--- src/rtl/rdt_pkg.sv ---
package rdt_pkg;
  localparam int CFG_W     = 32;
  localparam int RSP_W     = 8;
  localparam int FIELD_W   = CFG_W - RSP_W;
  localparam int MULT_W    = 3;
  localparam int COARSE_W  = FIELD_W - MULT_W;
  localparam int LIMIT_W   = 27;
  localparam logic [31:0] SPAN      = 32'h00FF_FFFF;
  localparam logic [31:0] LIMIT_MAX = 32'h06FF_FFF2;

  // Extended data limit: (mult-1)*0xFFFFFF + coarse*8, with mult 0 read as 1
  function automatic logic [31:0] decode_limit(input logic [FIELD_W-1:0] f);
    logic [31:0] m;
    m = (f[MULT_W-1:0] == '0) ? 32'd1 : {29'd0, f[MULT_W-1:0]};
    return (m - 32'd1) * SPAN + {8'd0, f[FIELD_W-1:MULT_W], 3'b000};
  endfunction

  // Card clock ratio: twice the divider, divider 0 meaning 1
  function automatic logic [8:0] card_ratio(input logic [7:0] d);
    return (d == 8'd0) ? 9'd1 : {d, 1'b0};
  endfunction
endpackage

--- src/rtl/tmo_decode.sv ---
module tmo_decode
  import rdt_pkg::*;
(
  input  logic                clk,
  input  logic                rst_n,
  input  logic [CFG_W-1:0]    cfg_i,
  input  logic [7:0]          div_i,
  output logic [LIMIT_W-1:0]  rsp_limit_o,
  output logic [LIMIT_W-1:0]  dat_limit_o,
  output logic [8:0]          ratio_o,
  output logic [31:0]         readback_o
);
  logic [31:0] dec_w;

  always_comb begin
    dec_w       = decode_limit(cfg_i[CFG_W-1:RSP_W]);
    readback_o  = dec_w;
    dat_limit_o = dec_w[LIMIT_W-1:0];
    rsp_limit_o = {{(LIMIT_W-RSP_W){1'b0}}, cfg_i[RSP_W-1:0]};
    ratio_o     = card_ratio(div_i);
  end

  // the decoded limit never passes the ceiling
  a_r3_limit_ceiling: assert property (@(posedge clk) disable iff (!rst_n)
    readback_o <= LIMIT_MAX);
  // a tick period is never zero
  a_r4_ratio_nonzero: assert property (@(posedge clk) disable iff (!rst_n)
    ratio_o != 9'd0);
endmodule

--- src/rtl/tmo_timer.sv ---
module tmo_timer #(
  parameter int CNT_W = 27,
  parameter int RAT_W = 9
) (
  input  logic             clk,
  input  logic             rst_n,
  input  logic             start_i,
  input  logic             stop_i,
  input  logic [CNT_W-1:0] limit_i,
  input  logic [RAT_W-1:0] ratio_i,
  output logic             expire_o,
  output logic             running_o
);
  logic [RAT_W-1:0] pre_q;
  logic [CNT_W-1:0] cnt_q;
  logic             tick_w;
  logic             hit_w;
  logic [CNT_W:0]   cnt_inc_w;

  always_comb begin
    tick_w    = running_o && (pre_q == ratio_i - 1'b1);
    cnt_inc_w = {1'b0, cnt_q} + 1'b1;
    hit_w     = tick_w && (cnt_inc_w >= {1'b0, limit_i});
    expire_o  = hit_w && !stop_i && !start_i;
  end

  always_ff @(posedge clk or negedge rst_n) begin
    if (!rst_n) begin
      running_o <= 1'b0;
      pre_q     <= '0;
      cnt_q     <= '0;
    end else if (start_i) begin
      running_o <= 1'b1;
      pre_q     <= '0;
      cnt_q     <= '0;
    end else if (stop_i || hit_w) begin
      running_o <= 1'b0;
    end else if (running_o) begin
      if (tick_w) begin
        pre_q <= '0;
        cnt_q <= cnt_inc_w[CNT_W-1:0];
      end else begin
        pre_q <= pre_q + 1'b1;
      end
    end
  end

  // a stop without a start halts the timer
  a_r9_stop_halts: assert property (@(posedge clk) disable iff (!rst_n)
    (stop_i && !start_i) |=> !running_o);
  // the prescaler stays inside one tick period
  a_r4_prescale_bound: assert property (@(posedge clk) disable iff (!rst_n)
    running_o |-> (pre_q < ratio_i));
  // expiry only from a running timer, which then stops
  a_r5_expire_running: assert property (@(posedge clk) disable iff (!rst_n)
    expire_o |-> running_o);
  a_r5_expire_stops: assert property (@(posedge clk) disable iff (!rst_n)
    expire_o |=> !running_o);
  // a start always leaves the timer running
  a_r8_start_runs: assert property (@(posedge clk) disable iff (!rst_n)
    start_i |=> running_o);
endmodule

--- src/rtl/tmo_flag.sv ---
module tmo_flag (
  input  logic clk,
  input  logic rst_n,
  input  logic set_i,
  input  logic clr_i,
  output logic flag_o
);
  always_ff @(posedge clk or negedge rst_n) begin
    if (!rst_n)      flag_o <= 1'b0;
    else if (set_i)  flag_o <= 1'b1;
    else if (clr_i)  flag_o <= 1'b0;
  end

  // sticky without a clear, set beats clear
  a_r10_sticky: assert property (@(posedge clk) disable iff (!rst_n)
    (flag_o && !clr_i) |=> flag_o);
  a_r10_set_wins: assert property (@(posedge clk) disable iff (!rst_n)
    set_i |=> flag_o);
  a_r10_clear_drops: assert property (@(posedge clk) disable iff (!rst_n)
    (clr_i && !set_i) |=> !flag_o);
endmodule

--- src/rtl/rd_timeout_unit.sv ---
module rd_timeout_unit
  import rdt_pkg::*;
#(
  parameter int NUM_CH = 2
) (
  input  logic        clk,
  input  logic        rst_n,
  input  logic [31:0] tmo_cfg,
  input  logic [7:0]  clk_div,
  input  logic        cmd_end_i,
  input  logic        rsp_start_i,
  input  logic        rd_cmd_end_i,
  input  logic        blk_start_i,
  input  logic        blk_done_i,
  input  logic        xfer_done_i,
  input  logic        rsp_tmo_clr_i,
  input  logic        dat_tmo_clr_i,
  output logic        rsp_tmo_o,
  output logic        dat_tmo_o,
  output logic [31:0] dat_limit_clks_o
);
  localparam int CH_RSP = 0;
  localparam int CH_DAT = 1;

  logic [LIMIT_W-1:0] rsp_limit_w, dat_limit_w;
  logic [8:0]         ratio_w;
  logic [LIMIT_W-1:0] limit_w  [NUM_CH];
  logic [NUM_CH-1:0]  start_w, stop_w, clr_w, expire_w, running_w, flag_w;

  tmo_decode u_decode (
    .clk         (clk),
    .rst_n       (rst_n),
    .cfg_i       (tmo_cfg),
    .div_i       (clk_div),
    .rsp_limit_o (rsp_limit_w),
    .dat_limit_o (dat_limit_w),
    .ratio_o     (ratio_w),
    .readback_o  (dat_limit_clks_o)
  );

  always_comb begin
    start_w[CH_RSP] = cmd_end_i;
    stop_w[CH_RSP]  = rsp_start_i;
    clr_w[CH_RSP]   = rsp_tmo_clr_i;
    limit_w[CH_RSP] = rsp_limit_w;
    start_w[CH_DAT] = rd_cmd_end_i | blk_start_i;
    stop_w[CH_DAT]  = blk_done_i | xfer_done_i;
    clr_w[CH_DAT]   = dat_tmo_clr_i;
    limit_w[CH_DAT] = dat_limit_w;
  end

  for (genvar c = 0; c < NUM_CH; c++) begin : g_ch
    tmo_timer #(.CNT_W(LIMIT_W), .RAT_W(9)) u_timer (
      .clk       (clk),
      .rst_n     (rst_n),
      .start_i   (start_w[c]),
      .stop_i    (stop_w[c]),
      .limit_i   (limit_w[c]),
      .ratio_i   (ratio_w),
      .expire_o  (expire_w[c]),
      .running_o (running_w[c])
    );
    tmo_flag u_flag (
      .clk    (clk),
      .rst_n  (rst_n),
      .set_i  (expire_w[c]),
      .clr_i  (clr_w[c]),
      .flag_o (flag_w[c])
    );
  end

  assign rsp_tmo_o = flag_w[CH_RSP];
  assign dat_tmo_o = flag_w[CH_DAT];

  // the response start bit leaves no response flag behind
  a_r6_rsp_stop_quiet: assert property (@(posedge clk) disable iff (!rst_n)
    (rsp_start_i && !cmd_end_i && !rsp_tmo_o && !rsp_tmo_clr_i) |=> !rsp_tmo_o);
  // block or transfer completion leaves no data flag behind
  a_r9_dat_stop_quiet: assert property (@(posedge clk) disable iff (!rst_n)
    ((blk_done_i || xfer_done_i) && !rd_cmd_end_i && !blk_start_i && !dat_tmo_o)
      |=> !dat_tmo_o);
endmodule

--- config.mk ---
export PLATFORM = sky130hd
export DESIGN_NAME = rd_timeout_unit
export DESIGN_NICKNAME = d
export VERILOG_FILES = /design/src/rtl/rdt_pkg.sv /design/src/rtl/tmo_decode.sv /design/src/rtl/tmo_timer.sv /design/src/rtl/tmo_flag.sv /design/src/rtl/rd_timeout_unit.sv
export SDC_FILE = /design/constraint.sdc
export NUM_CORES = 1
export LEC_CHECK = 0
export BUFFER_PORTS_ARGS = -buffer_cell sky130_fd_sc_hd__buf_2
export CORE_UTILIZATION = 55
export DETAILED_ROUTE_END_ITERATION = 16
export PLACE_DENSITY = 0.74
export SYNTH_ARGS = -nofsm -noshare
export SYNTH_HDL_FRONTEND = slang
export SYNTH_SLANG_ARGS = --single-unit
--- constraint.sdc ---
create_clock -name clk -period 12.04 [get_ports clk]
set_input_delay 0.602 -clock clk [delete_from_list [all_inputs] [get_ports clk]]
set_output_delay 0.602 -clock clk [all_outputs]
set_load 0.05 [all_outputs]
==> reports/results.txt <==
area leader, netlist -> dfrtp_1
Antenna Nets Post-Route -> 0
layout cells sized above 1 -> 9.76%
antenna violations before repair -> 0
gr ovfl total -> 0
critical path class -> in2reg
Initial Util -> 56.0%
fmax -> 0.101 GHz
Seq/Total Area, Yosys -> 17.5%
Avg WL per Cell -> 15.6 um
clock buffer depth -> 2
Async SR Flop Fraction -> 100%
cells after synthesis -> 1278
RSZ-0062 raised after global routing -> no
final wirelength -> 24900 um
PortBufs -> 83
CTS H-tree depth -> 3
Slowest-stage cell, CP -> o41a_2
status -> finished, violations left
Placeable Area -> 19400 um^2
vias in the first global route -> 8692
postcts setup bufs -> 0
Max-Cap Viols -> 0
final setup vio count -> 0
failing checks -> DRC
distinct cell type count after synthesis -> 78
CP delay by family, top -> adder cells
final period utilization -> 82.3%
Slew HR -> 21.7%
CTS hold repair buffers -> 0
crit path DAT -> 10.13 ns
Ant. Diodes -> 0
DP HPWL -> 19900 um
Post-CTS Resized -> 0
cell mode on critical path -> ha_1
Die Y -> 143 um
YS warnings -> 0
setup ws final -> 2.13 ns
Mean Syn Cell Area -> 8.50 um^2
synth cell count leaders -> inv_1 (208), ha_1 (134), fa_1 (85), nor2_1 (85), dfrtp_1 (76)
required time of the critical path -> 12.26 ns
Final Critical Period -> 9.91 ns
Clock Sinks -> 76
Startpoint Class -> input port
Initial DRT Pass Iterations -> 11
nets@finish -> 1596
clk_skew -> 0.00995 ns
Yosys top cell area share -> 17.5%
Area contributors post-synth -> dfrtp_1 (18%), fa_1 (16%), ha_1 (15%)
CTS tree -> yes
first-pass GRT wire length -> 42200 um
worst slack at placement -> 1.94 ns
row cnt -> 51
#FFs+latches synth -> 76
Primary FF master, synth -> dfrtp_1
Num CTS Buffers -> 9
pin count of the biggest net entering global routing -> 77
Post-synth EDFFs -> 0
Min-Delay Path Class -> in2async
DRC Markers -> 2
die outline area -> 20300 um^2
total number of vias -> 9027
all-layer global routing usage -> 26.0%
Die W -> 143 um
Top Ports -> 84
drt initial violations -> 503
Placer Congestion -> 0.927
worst slew pin tran -> 1.17 ns
crit path buf inv count -> 8
CP Capture Type -> register
CP Max Fanout -> 60
Area growth, synth to finish -> 7.71%
root buf cell -> clkbuf_16
most frequent cell after synthesis -> inv_1
Final Slew Violations -> 0
setup TNS -> 0 ns
largest stage delay on the critical path -> 0.90 ns
clock-pin slew on the worst setup and hold paths -> 0.06 ns
Hold Vio Cnt, Final -> 0
Mapped Area -> 10900 um^2
number of vias per cell -> 5.65
Skew-Pair Late Insertion Delay -> 0.34 ns
## cell type report
cell class,instances,area (um^2)
sequential,76,1900
clock inverter,6,86.3
clock buffer,10,229
tap,265,332
timing repair buffer,85,433
multi-input combinational,946,7930
inverter,209,785
fill,1775,7700
## registers in the layout (all words and copies together) (netlist names)
name                    count
g_ch.u_flag.flag_o          2
g_ch.u_timer.cnt_q         54
g_ch.u_timer.pre_q         18
g_ch.u_timer.running_o      2
## layout by cell type, fill, tap and decap left out, types with 28 or more instances in the layout
cell type,count
o21ai_0,40
buf_2,82
nor2_1,84
xor2_1,46
dfrtp_1,76
ha_1,134
a21o_1,28
nand2_1,62
a31oi_1,38
nor3_1,31
inv_1,208
xnor2_1,40
nand3_1,43
fa_1,85
a21oi_1,43
## routing by layer
layer	vias up	part of all wire [%]	routed length [um]	GRT usage (%)
met4	0	2.1	520	7.13
met2	207	47	11700	43.2
met5	-	0	0	0
li1	4425	-	-	-
met1	4357	46	11500	35.3
met3	38	4.8	1200	3.97
## path summary, 6_finish.rpt
path,start,endpoint,slack (ns),depth (start not counted)
worst max-delay path,tmo_cfg[9],g_ch[1].u_timer.cnt_q[18]$_DFFE_PN0P_,2.13,33
worst min-delay path,rst_n,g_ch[1].u_timer.cnt_q[20]$_DFFE_PN0P_,0.40,1
worst max register to register,g_ch[1].u_timer.cnt_q[0]$_DFFE_PN0P_,g_ch[1].u_timer.cnt_q[18]$_DFFE_PN0P_,6.74,16
worst min register to register,g_ch[0].u_timer.cnt_q[26]$_DFFE_PN0P_,g_ch[0].u_timer.cnt_q[26]$_DFFE_PN0P_,0.52,1
max in group asynchronous,rst_n,g_ch[0].u_timer.cnt_q[23]$_DFFE_PN0P_,11.00,1
min in group clk,rsp_tmo_clr_i,g_ch[0].u_flag.flag_o$_DFFE_PN0P_,0.45,2
## through the flow
stage	hold WS, ns	area, um^2	util (%)	cells
floorplan	0.306	10900	-	1300
global placement	0.504	11400	58.7	1581
detailed placement	0.510	11400	58.7	1581
CTS	0.448	11700	60.3	1597
global route	0.450	11700	60.3	1597
finish	0.402	11700	60.3	1597
## cells by family (layout without fill, tap and decap cells)
kind of cell,count (synthesis),in the layout,synth area share (%)
other cells,2,24,0.0691
simple gates,377,377,18.4
mux,9,9,0.852
flops,76,76,17.5
fa+ha+maj,219,219,31.1
xor+xnor,86,86,6.93
buf+inv,278,310,10.3
compound gates,231,231,14.8
Power is not shown: default switching activity piles up to over one toggle a cycle in this logic, so the estimate is an artifact.
